## config.mk

```make
export PLATFORM = sky130hd
export DESIGN_NAME = dfir_dual
export DESIGN_NICKNAME = d
export VERILOG_FILES = /design/src/rtl/dfir_pkg.sv /design/src/rtl/dfir_coef_loader.sv /design/src/rtl/dfir_sym_fir.sv /design/src/rtl/dfir_dual.sv
export SDC_FILE = /design/constraint.sdc
export NUM_CORES = 2
export LEC_CHECK = 0
export BUFFER_PORTS_ARGS = -buffer_cell sky130_fd_sc_hd__buf_2
export CORE_MARGIN = 2
export CORE_UTILIZATION = 60
export DETAILED_ROUTE_END_ITERATION = 16
export PLACE_DENSITY = 0.76
export REMOVE_ABC_BUFFERS = 1
export SETUP_SLACK_MARGIN = 0.2
export SYNTH_ARGS = -nofsm -noshare
export SYNTH_HDL_FRONTEND = slang
export SYNTH_SLANG_ARGS = --single-unit
```

## constraint.sdc

```tcl
create_clock -name clk -period 31 [get_ports clk]
set_clock_uncertainty 0.2 [all_clocks]
set_input_delay 3.1 -clock clk [delete_from_list [all_inputs] [get_ports clk]]
set_output_delay 3.1 -clock clk [all_outputs]
set_load 0.05 [all_outputs]
```

## src/rtl/dfir_pkg.sv

```systemverilog
package dfir_pkg;

   localparam int BYTE_W  = 8;
   localparam int PRE_MAX = 4;

   // Returns the preamble byte expected at position idx of a len-byte sequence.
   // The first byte sent sits in the most significant used byte of seq.
   function automatic logic [BYTE_W-1:0] pick_byte(
      input logic [BYTE_W*PRE_MAX-1:0] seq,
      input int                        len,
      input int                        idx
   );
      logic [BYTE_W-1:0] r;
      r = '0;
      for (int i = 0; i < PRE_MAX; i++) begin
         if (i == len - 1 - idx) r = seq[i*BYTE_W +: BYTE_W];
      end
      return r;
   endfunction

endpackage

```

## src/rtl/dfir_coef_loader.sv

```systemverilog
module dfir_coef_loader #(
   parameter int ADDR_W     = 16,
   parameter int DATA_W     = 16,
   parameter int COEF_W     = 8,
   parameter int HALF       = 6,
   parameter logic [ADDR_W-1:0] MY_ADDR    = 16'h0001,
   parameter logic [ADDR_W-1:0] OTHER_ADDR = 16'h0005,
   parameter int PRE_LEN    = 0,
   parameter logic [dfir_pkg::BYTE_W*dfir_pkg::PRE_MAX-1:0] PRE_SEQ = '0
) (
   input  logic                     clk,
   input  logic                     rst_n,
   input  logic                     wr_en,
   input  logic [ADDR_W-1:0]        wr_addr,
   input  logic [DATA_W-1:0]        wr_data,
   output logic [HALF*COEF_W-1:0]   act_bank,
   output logic                     pre_err
);
   import dfir_pkg::*;

   localparam int BLK_LEN = PRE_LEN + HALF;
   localparam int CNT_W   = $clog2(BLK_LEN + 1);
   localparam int IDX_W   = (HALF > 1) ? $clog2(HALF) : 1;

   if (PRE_LEN > PRE_MAX) begin : g_bad_pre
      $error("dfir_coef_loader: PRE_LEN exceeds PRE_MAX");
   end
   if (COEF_W > DATA_W) begin : g_bad_coef
      $error("dfir_coef_loader: COEF_W wider than DATA_W");
   end

   logic              hit, abort_blk, last;
   logic              in_pre, pre_ok;
   logic [CNT_W-1:0]  cnt, cidx;
   logic [COEF_W-1:0] byte_v;
   logic [COEF_W-1:0] shadow [HALF];
   logic [COEF_W-1:0] act    [HALF];

   assign hit       = wr_en && (wr_addr == MY_ADDR);
   assign abort_blk = wr_en && (wr_addr == OTHER_ADDR);
   assign byte_v    = wr_data[COEF_W-1:0];
   assign last      = (cnt == CNT_W'(BLK_LEN - 1));
   // Coefficient slot for the current byte: highest index arrives first.
   assign cidx      = CNT_W'(BLK_LEN - 1) - cnt;

   // Variant choice: a channel with a preamble checks it, others skip straight to data.
   if (PRE_LEN > 0) begin : g_pre
      logic [BYTE_W-1:0] pre_exp;
      assign in_pre  = (cnt < CNT_W'(PRE_LEN));
      assign pre_exp = pick_byte(PRE_SEQ, PRE_LEN, int'(cnt));
      assign pre_ok  = (wr_data[BYTE_W-1:0] == pre_exp);
   end else begin : g_nopre
      assign in_pre  = 1'b0;
      assign pre_ok  = 1'b1;
   end

   always_ff @(posedge clk) begin
      if (!rst_n) begin
         cnt     <= '0;
         pre_err <= 1'b0;
         for (int i = 0; i < HALF; i++) begin
            shadow[i] <= '0;
            act[i]    <= '0;
         end
      end else begin
         pre_err <= 1'b0;
         if (abort_blk) begin
            cnt <= '0;
         end else if (hit) begin
            if (in_pre) begin
               if (pre_ok) begin
                  cnt <= cnt + 1'b1;
               end else begin
                  cnt     <= '0;
                  pre_err <= 1'b1;
               end
            end else begin
               shadow[cidx[IDX_W-1:0]] <= byte_v;
               if (last) begin
                  cnt <= '0;
                  for (int i = 0; i < HALF; i++) begin
                     act[i] <= (i == 0) ? byte_v : shadow[i];
                  end
               end else begin
                  cnt <= cnt + 1'b1;
               end
            end
         end
      end
   end

   for (genvar g = 0; g < HALF; g++) begin : g_flat
      assign act_bank[g*COEF_W +: COEF_W] = act[g];
   end

endmodule

```

## src/rtl/dfir_sym_fir.sv

```systemverilog
module dfir_sym_fir #(
   parameter int SAMPLE_W = 12,
   parameter int COEF_W   = 8,
   parameter int TAPS     = 12,
   parameter int OUT_W    = 24
) (
   input  logic                             clk,
   input  logic                             rst_n,
   input  logic                             smp_valid,
   input  logic signed [SAMPLE_W-1:0]       smp_in,
   input  logic [(TAPS/2)*COEF_W-1:0]       coef_bank,
   output logic                             out_valid,
   output logic signed [OUT_W-1:0]          out_y
);
   localparam int HALF   = TAPS / 2;
   localparam int PA_W   = SAMPLE_W + 1;
   localparam int PROD_W = PA_W + COEF_W;

   if (TAPS % 2 != 0 || TAPS < 2) begin : g_bad_taps
      $error("dfir_sym_fir: TAPS must be even and at least 2");
   end
   if (OUT_W < PROD_W + $clog2(HALF)) begin : g_bad_out
      $error("dfir_sym_fir: OUT_W too narrow for the accumulated sum");
   end

   logic signed [SAMPLE_W-1:0] dline [TAPS];
   logic signed [PROD_W-1:0]   prod  [HALF];
   logic signed [OUT_W-1:0]    acc;
   logic                       vld_q;

   always_ff @(posedge clk) begin
      if (!rst_n) begin
         for (int i = 0; i < TAPS; i++) dline[i] <= '0;
      end else if (smp_valid) begin
         dline[0] <= smp_in;
         for (int i = 1; i < TAPS; i++) dline[i] <= dline[i-1];
      end
   end

   // Symmetric fold: the pair of taps sharing a coefficient is added first.
   for (genvar k = 0; k < HALF; k++) begin : g_pair
      logic signed [PA_W-1:0]   pa;
      logic signed [COEF_W-1:0] cf;
      assign pa      = PA_W'(dline[k]) + PA_W'(dline[TAPS-1-k]);
      assign cf      = coef_bank[k*COEF_W +: COEF_W];
      assign prod[k] = PROD_W'(pa) * PROD_W'(cf);
   end

   always_comb begin
      acc = '0;
      for (int k = 0; k < HALF; k++) acc = acc + OUT_W'(prod[k]);
   end

   always_ff @(posedge clk) begin
      if (!rst_n) begin
         vld_q     <= 1'b0;
         out_valid <= 1'b0;
         out_y     <= '0;
      end else begin
         vld_q     <= smp_valid;
         out_valid <= vld_q;
         if (vld_q) out_y <= acc;
      end
   end

endmodule

```

## src/rtl/dfir_dual.sv

```systemverilog
module dfir_dual #(
   parameter int ADDR_W   = 16,
   parameter int DATA_W   = 16,
   parameter int COEF_W   = 8,
   parameter int SAMPLE_W = 12,
   parameter int TAPS     = 12,
   parameter logic [ADDR_W-1:0] ADDR_A = 16'h0001,
   parameter logic [ADDR_W-1:0] ADDR_B = 16'h0005,
   parameter int PRE_LEN_B = 3,
   parameter logic [dfir_pkg::BYTE_W*dfir_pkg::PRE_MAX-1:0] PRE_SEQ_B = 32'h0004_4000,
   parameter int OUT_W    = SAMPLE_W + COEF_W + 1 + $clog2(TAPS/2)
) (
   input  logic                       clk,
   input  logic                       rst_n,
   input  logic                       wr_en,
   input  logic [ADDR_W-1:0]          wr_addr,
   input  logic [DATA_W-1:0]          wr_data,
   input  logic                       smp_valid,
   input  logic signed [SAMPLE_W-1:0] smp_in_a,
   input  logic signed [SAMPLE_W-1:0] smp_in_b,
   output logic                       out_valid,
   output logic signed [OUT_W-1:0]    out_a,
   output logic signed [OUT_W-1:0]    out_b,
   output logic                       preamble_err
);
   localparam int NCH    = 2;
   localparam int HALF   = TAPS / 2;
   localparam int BANK_W = HALF * COEF_W;

   if (ADDR_A == ADDR_B) begin : g_bad_addr
      $error("dfir_dual: channel addresses must differ");
   end

   logic signed [SAMPLE_W-1:0] smp_arr [NCH];
   logic signed [OUT_W-1:0]    y_arr   [NCH];
   logic [BANK_W-1:0]          bank    [NCH];
   logic [NCH-1:0]             err_v, vld_v;
   logic [BANK_W-1:0]          act_a, act_b;

   assign smp_arr[0] = smp_in_a;
   assign smp_arr[1] = smp_in_b;

   for (genvar c = 0; c < NCH; c++) begin : g_ch
      localparam logic [ADDR_W-1:0] MY  = (c == 0) ? ADDR_A : ADDR_B;
      localparam logic [ADDR_W-1:0] OTH = (c == 0) ? ADDR_B : ADDR_A;
      localparam int                PL  = (c == 0) ? 0 : PRE_LEN_B;

      dfir_coef_loader #(
         .ADDR_W(ADDR_W), .DATA_W(DATA_W), .COEF_W(COEF_W), .HALF(HALF),
         .MY_ADDR(MY), .OTHER_ADDR(OTH), .PRE_LEN(PL), .PRE_SEQ(PRE_SEQ_B)
      ) u_ld (
         .clk(clk), .rst_n(rst_n), .wr_en(wr_en), .wr_addr(wr_addr),
         .wr_data(wr_data), .act_bank(bank[c]), .pre_err(err_v[c])
      );

      dfir_sym_fir #(
         .SAMPLE_W(SAMPLE_W), .COEF_W(COEF_W), .TAPS(TAPS), .OUT_W(OUT_W)
      ) u_fir (
         .clk(clk), .rst_n(rst_n), .smp_valid(smp_valid), .smp_in(smp_arr[c]),
         .coef_bank(bank[c]), .out_valid(vld_v[c]), .out_y(y_arr[c])
      );
   end

   assign act_a        = bank[0];
   assign act_b        = bank[1];
   assign out_a        = y_arr[0];
   assign out_b        = y_arr[1];
   assign out_valid    = &vld_v;
   assign preamble_err = |err_v;

endmodule

```

### Word-level counts from Yosys, hierarchy flattened

Memories as Yosys holds them, arrays and structs flattened.
Cells that the tools add are included.

* bitwise operators: 39
* div/mod/pow operators: 0
* equality and inequality tests: 8
* $add $sub $neg: 27
* mux-type cells: 74
* shift-type cells: 0
* order comparisons: 1
* multiply operators: 12
* reductions and logical operators: 7

Operators by type and width (count)
* 2-to-1 mux 12 bit: 24
* multiplier 13 x 8 -> 21 bit: 12
* adder 12 x 12 -> 13 bit: 12
* adder 24 x 21 -> 24 bit: 6
* 2-to-1 mux 8 bit: 14
* equality test 3 x 32 -> 1 bit (first input constant): 2
* adder 22 x 21 -> 23 bit: 2
* adder 21 x 21 -> 22 bit: 2
* bitwise OR 1 bit: 36
* equality test 2 x 32 -> 1 bit (first input constant): 1
* 2-to-1 mux 1 bit: 27
* 2-to-1 mux 7 bit: 3
* equality test 16 x 1 -> 1 bit (second input constant): 1
* equality test 16 x 3 -> 1 bit (second input constant): 1
* OR reduction 8 bit: 2
* 2-to-1 mux 4 bit: 3
* 2-to-1 mux 3 bit: 3
* equality test 8 x 7 -> 1 bit: 1
* subtractor 2 x 4 -> 5 bit (first input constant): 1
* adder 4 x 1 -> 4 bit (second input constant): 1
* equality test 4 bit (second input constant): 1
* < comparator 4 x 2 -> 1 bit (second input constant): 1
* OR reduction 2 bit: 2
* OR reduction 4 bit: 1
* other kinds (6): 9

* input bits: 60
* bits in latches: 0
* ROM bits: 0
* output and inout port bits: 50
* memories kept: 6
* memory bits (writable): 480
* bits in registers: 58

Memory list
* g_ch[0].u_fir.dline: words 12, bits a word 12, rd ports 12, clocked after Yosys merged registers in 0, wr ports 12, RTL line dfir_sym_fir.sv:26 `logic signed [SAMPLE_W-1:0] dline [TAPS];`
* g_ch[1].u_fir.dline: words 12, bits a word 12, rd ports 12, clocked after Yosys merged registers in 0, wr ports 12, RTL line dfir_sym_fir.sv:26
* g_ch[0].u_ld.act: words 6, bits a word 8, rd ports 6, clocked after Yosys merged registers in 0, wr ports 6, RTL line dfir_coef_loader.sv:37 `logic [COEF_W-1:0] act [HALF];`
* g_ch[0].u_ld.shadow: words 6, bits a word 8, rd ports 5, clocked after Yosys merged registers in 0, wr ports 6, RTL line dfir_coef_loader.sv:36 `logic [COEF_W-1:0] shadow [HALF];`
* g_ch[1].u_ld.act: words 6, bits a word 8, rd ports 6, clocked after Yosys merged registers in 0, wr ports 6, RTL line dfir_coef_loader.sv:37
* g_ch[1].u_ld.shadow: words 6, bits a word 8, rd ports 5, clocked after Yosys merged registers in 0, wr ports 6, RTL line dfir_coef_loader.sv:36

### Logic depth before layout (Yosys ltp)

* depth after elaboration: 8
* depth in mapped cells: 51

### By module

From an unflattened synthesis, not the netlist that was laid out.

* cells, all modules: 7030
* area total of the unflattened synthesis: 73930.9 um2

By module, submodules not included
* dfir_sym_fir (g_ch[1].u_fir): cells an instance 3294, area each 33437.1 um2, times used 1
* dfir_sym_fir (g_ch[0].u_fir): cells an instance 3238, area each 32996.6 um2, times used 1
* dfir_coef_loader (g_ch[1].u_ld): cells an instance 269, area each 3804.9 um2, times used 1
* dfir_coef_loader (g_ch[0].u_ld): cells an instance 227, area each 3679.8 um2, times used 1
* dfir_dual: cells an instance 2, area each 12.5 um2, times used 1

### Worst setup path after synthesis

OpenSTA, ideal clock, no wires.

* path type: reg2reg
* start point: mem g_ch[0].u_fir.dline[0][0]
* end point: reg g_ch[0].u_fir.out_y[23]
* data required time: 30678 ps
* clock period less this slack: 11997 ps
* cell stages (with the launch flop): 50
* buffers on the path: 0
* slack: 19003 ps
* arrival time: 11676 ps
* cell sequence: edfxtp_1 > ha_1 > inv_1 > fa_1 > nor2b_1 > o21ai_0 > a21boi_0 > o21ai_0 > nor2b_1 > xnor2_1 > nand2_1 > fa_1 > inv_1 > fa_1 > inv_1 > fa_1 > fa_1 > inv_1 > (+14 left out) > inv_1 > fa_1 > inv_1 > ha_1 > fa_1 > inv_1 > fa_1 > fa_1 > inv_1 > ha_1 > and2_1 > a221oi_1 > a21oi_1 > a21oi_1 > o31ai_1 > a41oi_1 > nor2_1 > a221o_1

RTL lines
* from (decl): RTL line dfir_sym_fir.sv:26
* to (signal assigned): RTL line dfir_sym_fir.sv:58 `out_y <= '0;`
* to (signal assigned): RTL line dfir_sym_fir.sv:62 `if (vld_q) out_y <= acc;`
* to (decl): RTL line dfir_sym_fir.sv:13 `output logic signed [OUT_W-1:0] out_y`

==> metrics.txt <==
# TYPE chip_impl_metric gauge
chip_impl_metric{name="io_buffer_count",unit=""} 101
chip_impl_metric{name="area_growth",unit="%"} 5.375
chip_impl_metric{name="finalSetupViolations",unit=""} 0
chip_impl_info{name="most-common-layout-cells",value="inv_1, fa_1, and2_1"} 1
chip_impl_metric{name="detailedRoute.firstIterationViolations",unit=""} 3235
chip_impl_metric{name="area.sequential",unit="mm2"} 0.01510
chip_impl_metric{name="number_of_optimization_iterations_in_the_first_detailed_route_pass",unit=""} 7
chip_impl_metric{name="finalSetupTns",unit="ns"} 0
chip_impl_metric{name="wirelength",unit="um"} 169200
chip_impl_metric{name="place_congestion",unit=""} 0.9293
chip_impl_info{name="cp-start-kind",value="flop"} 1
chip_impl_info{name="tritoncts",value="yes"} 1
chip_impl_metric{name="yosysWarningCount",unit=""} 0
chip_impl_metric{name="drv_slew",unit=""} 0
chip_impl_info{name="clock-root-buffer",value="clkbuf_16"} 1
chip_impl_metric{name="detail_route.wl_per_cell",unit="um"} 19.18
chip_impl_metric{name="grt_first_pass_wirelength",unit="um"} 274100
chip_impl_metric{name="multi_input_comb_area",unit="mm2"} 0.05218
chip_impl_metric{name="core_region_area",unit="mm2"} 0.1220
chip_impl_metric{name="cp.arrival",unit="ns"} 14.77
chip_impl_info{name="result_of_the_run",value="completed"} 1
chip_impl_metric{name="drc_errors",unit=""} 0
chip_impl_metric{name="cpPeakStageDelay",unit="ns"} 0.68
chip_impl_metric{name="layout-drive-gt1-share",unit=""} 0.03686
chip_impl_metric{name="ys_ff_latch",unit=""} 522
chip_impl_metric{name="place_worst_setup_slack",unit="ns"} 16.88
chip_impl_metric{name="synthesis.instances",unit=""} 7150
chip_impl_metric{name="vias_per_cell",unit=""} 5.492
chip_impl_metric{name="post_synth_instance_area",unit="mm2"} 0.07403
chip_impl_metric{name="via_count",unit=""} 48450
chip_impl_metric{name="h_tree_levels",unit=""} 2
chip_impl_metric{name="cts_inserted_buffers",unit=""} 56
chip_impl_metric{name="worst-path-stages",unit=""} 47
chip_impl_metric{name="aggregate_global_route_resource_usage",unit=""} 0.2771
chip_impl_metric{name="fillCellCount",unit=""} 9589
chip_impl_info{name="cp_top_family",value="adder cells"} 1
chip_impl_info{name="crit_slowest_cell",value="a21boi_0"} 1
chip_impl_metric{name="final-instance-count-excl-fill",unit=""} 8822
chip_impl_metric{name="layout.nets",unit=""} 9180
chip_impl_metric{name="overflow",unit=""} 0
chip_impl_metric{name="synth_seq_area_share",unit=""} 0.2039
chip_impl_metric{name="die-width",unit="um"} 355.3
chip_impl_metric{name="clkSinkCount",unit=""} 522
chip_impl_info{name="final_common_cell",value="inv_1"} 1
chip_impl_metric{name="cts_hold_bufs",unit=""} 0
chip_impl_metric{name="maxClockFrequency",unit="GHz"} 0.06965
chip_impl_metric{name="cts.path.max_buffers",unit=""} 3
chip_impl_metric{name="post-route-min-period",unit="ns"} 14.36
chip_impl_info{name="timing.critical_path.to_type",value="flop"} 1
chip_impl_info{name="hold_path_class",value="flop to flop"} 1
chip_impl_metric{name="vias_in_the_first_global_route",unit=""} 52370
chip_impl_metric{name="timing_hold_violations_final",unit=""} 0
chip_impl_metric{name="drt.antenna.violating_nets",unit=""} 0
chip_impl_metric{name="worst_slew_margin_rel",unit=""} 0.1896
chip_impl_metric{name="min_period_over_period",unit=""} 0.4632
chip_impl_metric{name="async_flop_share",unit=""} 0
chip_impl_info{name="path_common_cell",value="fa_1"} 1
chip_impl_metric{name="ys_types",unit=""} 81
chip_impl_metric{name="floorplan.die_area",unit="mm2"} 0.1262
chip_impl_info{name="postSynth.topFlopCell",value="edfxtp_1"} 1
chip_impl_metric{name="clkLatencyLatePin",unit="ns"} 0.67
chip_impl_info{name="worst-setup-path-type",value="flop to flop"} 1
chip_impl_metric{name="max_capacitance_violation_count",unit=""} 0
chip_impl_metric{name="dp.cells",unit=""} 8710
chip_impl_info{name="unrepaired_setup_endpoints_after_global_routing",value="false"} 1
chip_impl_metric{name="worst_pin_slew",unit="ns"} 1.216
chip_impl_metric{name="r2r.worst_path.cells",unit=""} 47
chip_impl_metric{name="finalCoreUtilization",unit=""} 0.6392
chip_impl_metric{name="clk_pin_slew_worst_paths",unit="ns"} 0.07
chip_impl_metric{name="synth_enable_flop_cells",unit=""} 464
chip_impl_metric{name="initial_utilization",unit=""} 0.6066
chip_impl_metric{name="hold-path-cell-count",unit=""} 2
chip_impl_metric{name="dp.final_hpwl",unit="um"} 142400
chip_impl_metric{name="io-pin-count",unit=""} 110
chip_impl_metric{name="timing.critical_path.buf_inv",unit=""} 7
chip_impl_metric{name="setup_slack",unit="ns"} 16.64
chip_impl_metric{name="path_max_fanout",unit=""} 11
chip_impl_metric{name="cp.required",unit="ns"} 31.42
chip_impl_metric{name="cts_setup_buffers",unit=""} 0
chip_impl_metric{name="rows",unit=""} 128
chip_impl_metric{name="die_height",unit="um"} 355.3
chip_impl_metric{name="grt_antenna_before_repair",unit=""} 13
chip_impl_metric{name="maximum_number_of_pins_on_one_net_before_global_route_repair",unit=""} 283
chip_impl_metric{name="syn_area_per_cell",unit="um2"} 10.35
chip_impl_metric{name="cts-resized-gates",unit=""} 0
==> per-stage QoR <==
stage,hold WS [ns],area [um2]
finish,0.2588,78000
global route,0.2929,78000
CTS,0.2631,77990
detailed placement,0.2445,76080
global placement,0.2383,76080
floorplan,0.2611,73310
==> routing by layer <==
metal / global-route usage / wire length (um)
met4: 0.06822 / 3844
met2: 0.4514 / 78860
met1: 0.3837 / 72370
met5: 0 / 54
met3: 0.05687 / 14080
==> worst register-to-register path, delay by kind of cell, from the launching register on <==
| kind | cells | cell delay (ns) |
|---|---|---|
| AO/OA/AOI/OAI | 11 | 3.21 |
| buffers and inverters | 7 | 0.36 |
| adder cells (fa/ha/maj) | 16 | 7.05 |
| multiplexers | 2 | 0.37 |
| flip-flops | 1 | 0.40 |
| AND/OR/NAND/NOR | 6 | 1.27 |
| XOR/XNOR | 5 | 1.44 |
==> worst paths after layout <==
kind	from	slack (ns)	end
max	g_ch[1].u_fir.dline[9][0]$_SDFFCE_PN0P_	16.64	g_ch[1].u_fir.out_y[23]$_SDFFE_PN0P_
min	g_ch[1].u_fir.out_y[19]$_SDFFE_PN0P_	0.26	g_ch[1].u_fir.out_y[19]$_SDFFE_PN0P_
max reg2reg	g_ch[1].u_fir.dline[9][0]$_SDFFCE_PN0P_	16.64	g_ch[1].u_fir.out_y[23]$_SDFFE_PN0P_
min reg2reg	g_ch[1].u_fir.out_y[19]$_SDFFE_PN0P_	0.26	g_ch[1].u_fir.out_y[19]$_SDFFE_PN0P_
==> cell usage after synthesis, drive strengths merged (5+ instances only) <==
| cell | number | area share |
|---|---|---|
| inv | 1616 | 0.082 |
| fa | 1441 | 0.39 |
| and2 | 704 | 0.059 |
| nand2 | 636 | 0.032 |
| ha | 536 | 0.091 |
| edfxtp | 464 | 0.19 |
| and3 | 254 | 0.021 |
| nor2 | 204 | 0.010 |
| clkbuf | 177 | 0.0090 |
| xnor2 | 155 | 0.018 |
| a21oi | 150 | 0.010 |
| nand2b | 103 | 0.0087 |
| nor2b | 91 | 0.0077 |
| o21ai | 85 | 0.0057 |
| a21o | 72 | 0.0073 |
| xor2 | 72 | 0.0086 |
| dfxtp | 58 | 0.016 |
| nor3 | 31 | 0.0022 |
| o21a | 29 | 0.0029 |
| nand3 | 27 | 0.0018 |
| mux2i | 26 | 0.0035 |
| o21bai | 19 | 0.0019 |
| a211oi | 17 | 0.0018 |
| o31ai | 13 | 0.0014 |
| or2 | 13 | 0.0011 |
| a31oi | 10 | 0.00085 |
| buf | 10 | 0.00064 |
| a21boi | 9 | 0.00091 |
| a311oi | 8 | 0.0014 |
| a31o | 8 | 0.00095 |
| a41o | 7 | 0.00095 |
| nand4 | 7 | 0.00059 |
| nand3b | 6 | 0.00061 |
| o211ai | 6 | 0.00061 |
| or3 | 6 | 0.00051 |
| a221o | 5 | 0.00068 |
| clkinv | 5 | 0.00025 |
| o22ai | 5 | 0.00042 |
| or4b | 5 | 0.00068 |
==> kinds of logic after synthesis <==
family,synth area share
muxes,0.003820
buffers and inverters,0.09181
and+or+nand+nor,0.1499
DFF,0.2039
adders and majority gates,0.4803
xor gates and xnor gates,0.02706
AOI/OAI and AO/OA,0.04322
==> layout make-up <==
cell class              count  share of cell area
diodes                      7           0.0002246
clock buffers              64             0.01862
clock inverters            41            0.005790
inverters                1621             0.07800
multi-input cells        4820              0.6689
flip-flops and latches    522              0.1935
well taps                1625             0.02607
repair buffers            122            0.008870
==> registers in the layout (all words and copies together) (netlist names) <==
| name | count |
|---|---|
| g_ch.u_ld.act | 96 |
| g_ch.u_fir.out_y | 48 |
| g_ch.u_fir.dline | 288 |
| g_ch.u_ld.cnt | 7 |
| g_ch.u_ld.pre_err | 1 |
| g_ch.u_fir.out_valid | 1 |
| g_ch.u_fir.vld_q | 1 |
| g_ch.u_ld.shadow | 80 |
Power is left out: the tool's default activity adds up to more than one toggle a clock period on the data nets, which glitch-free logic cannot reach.
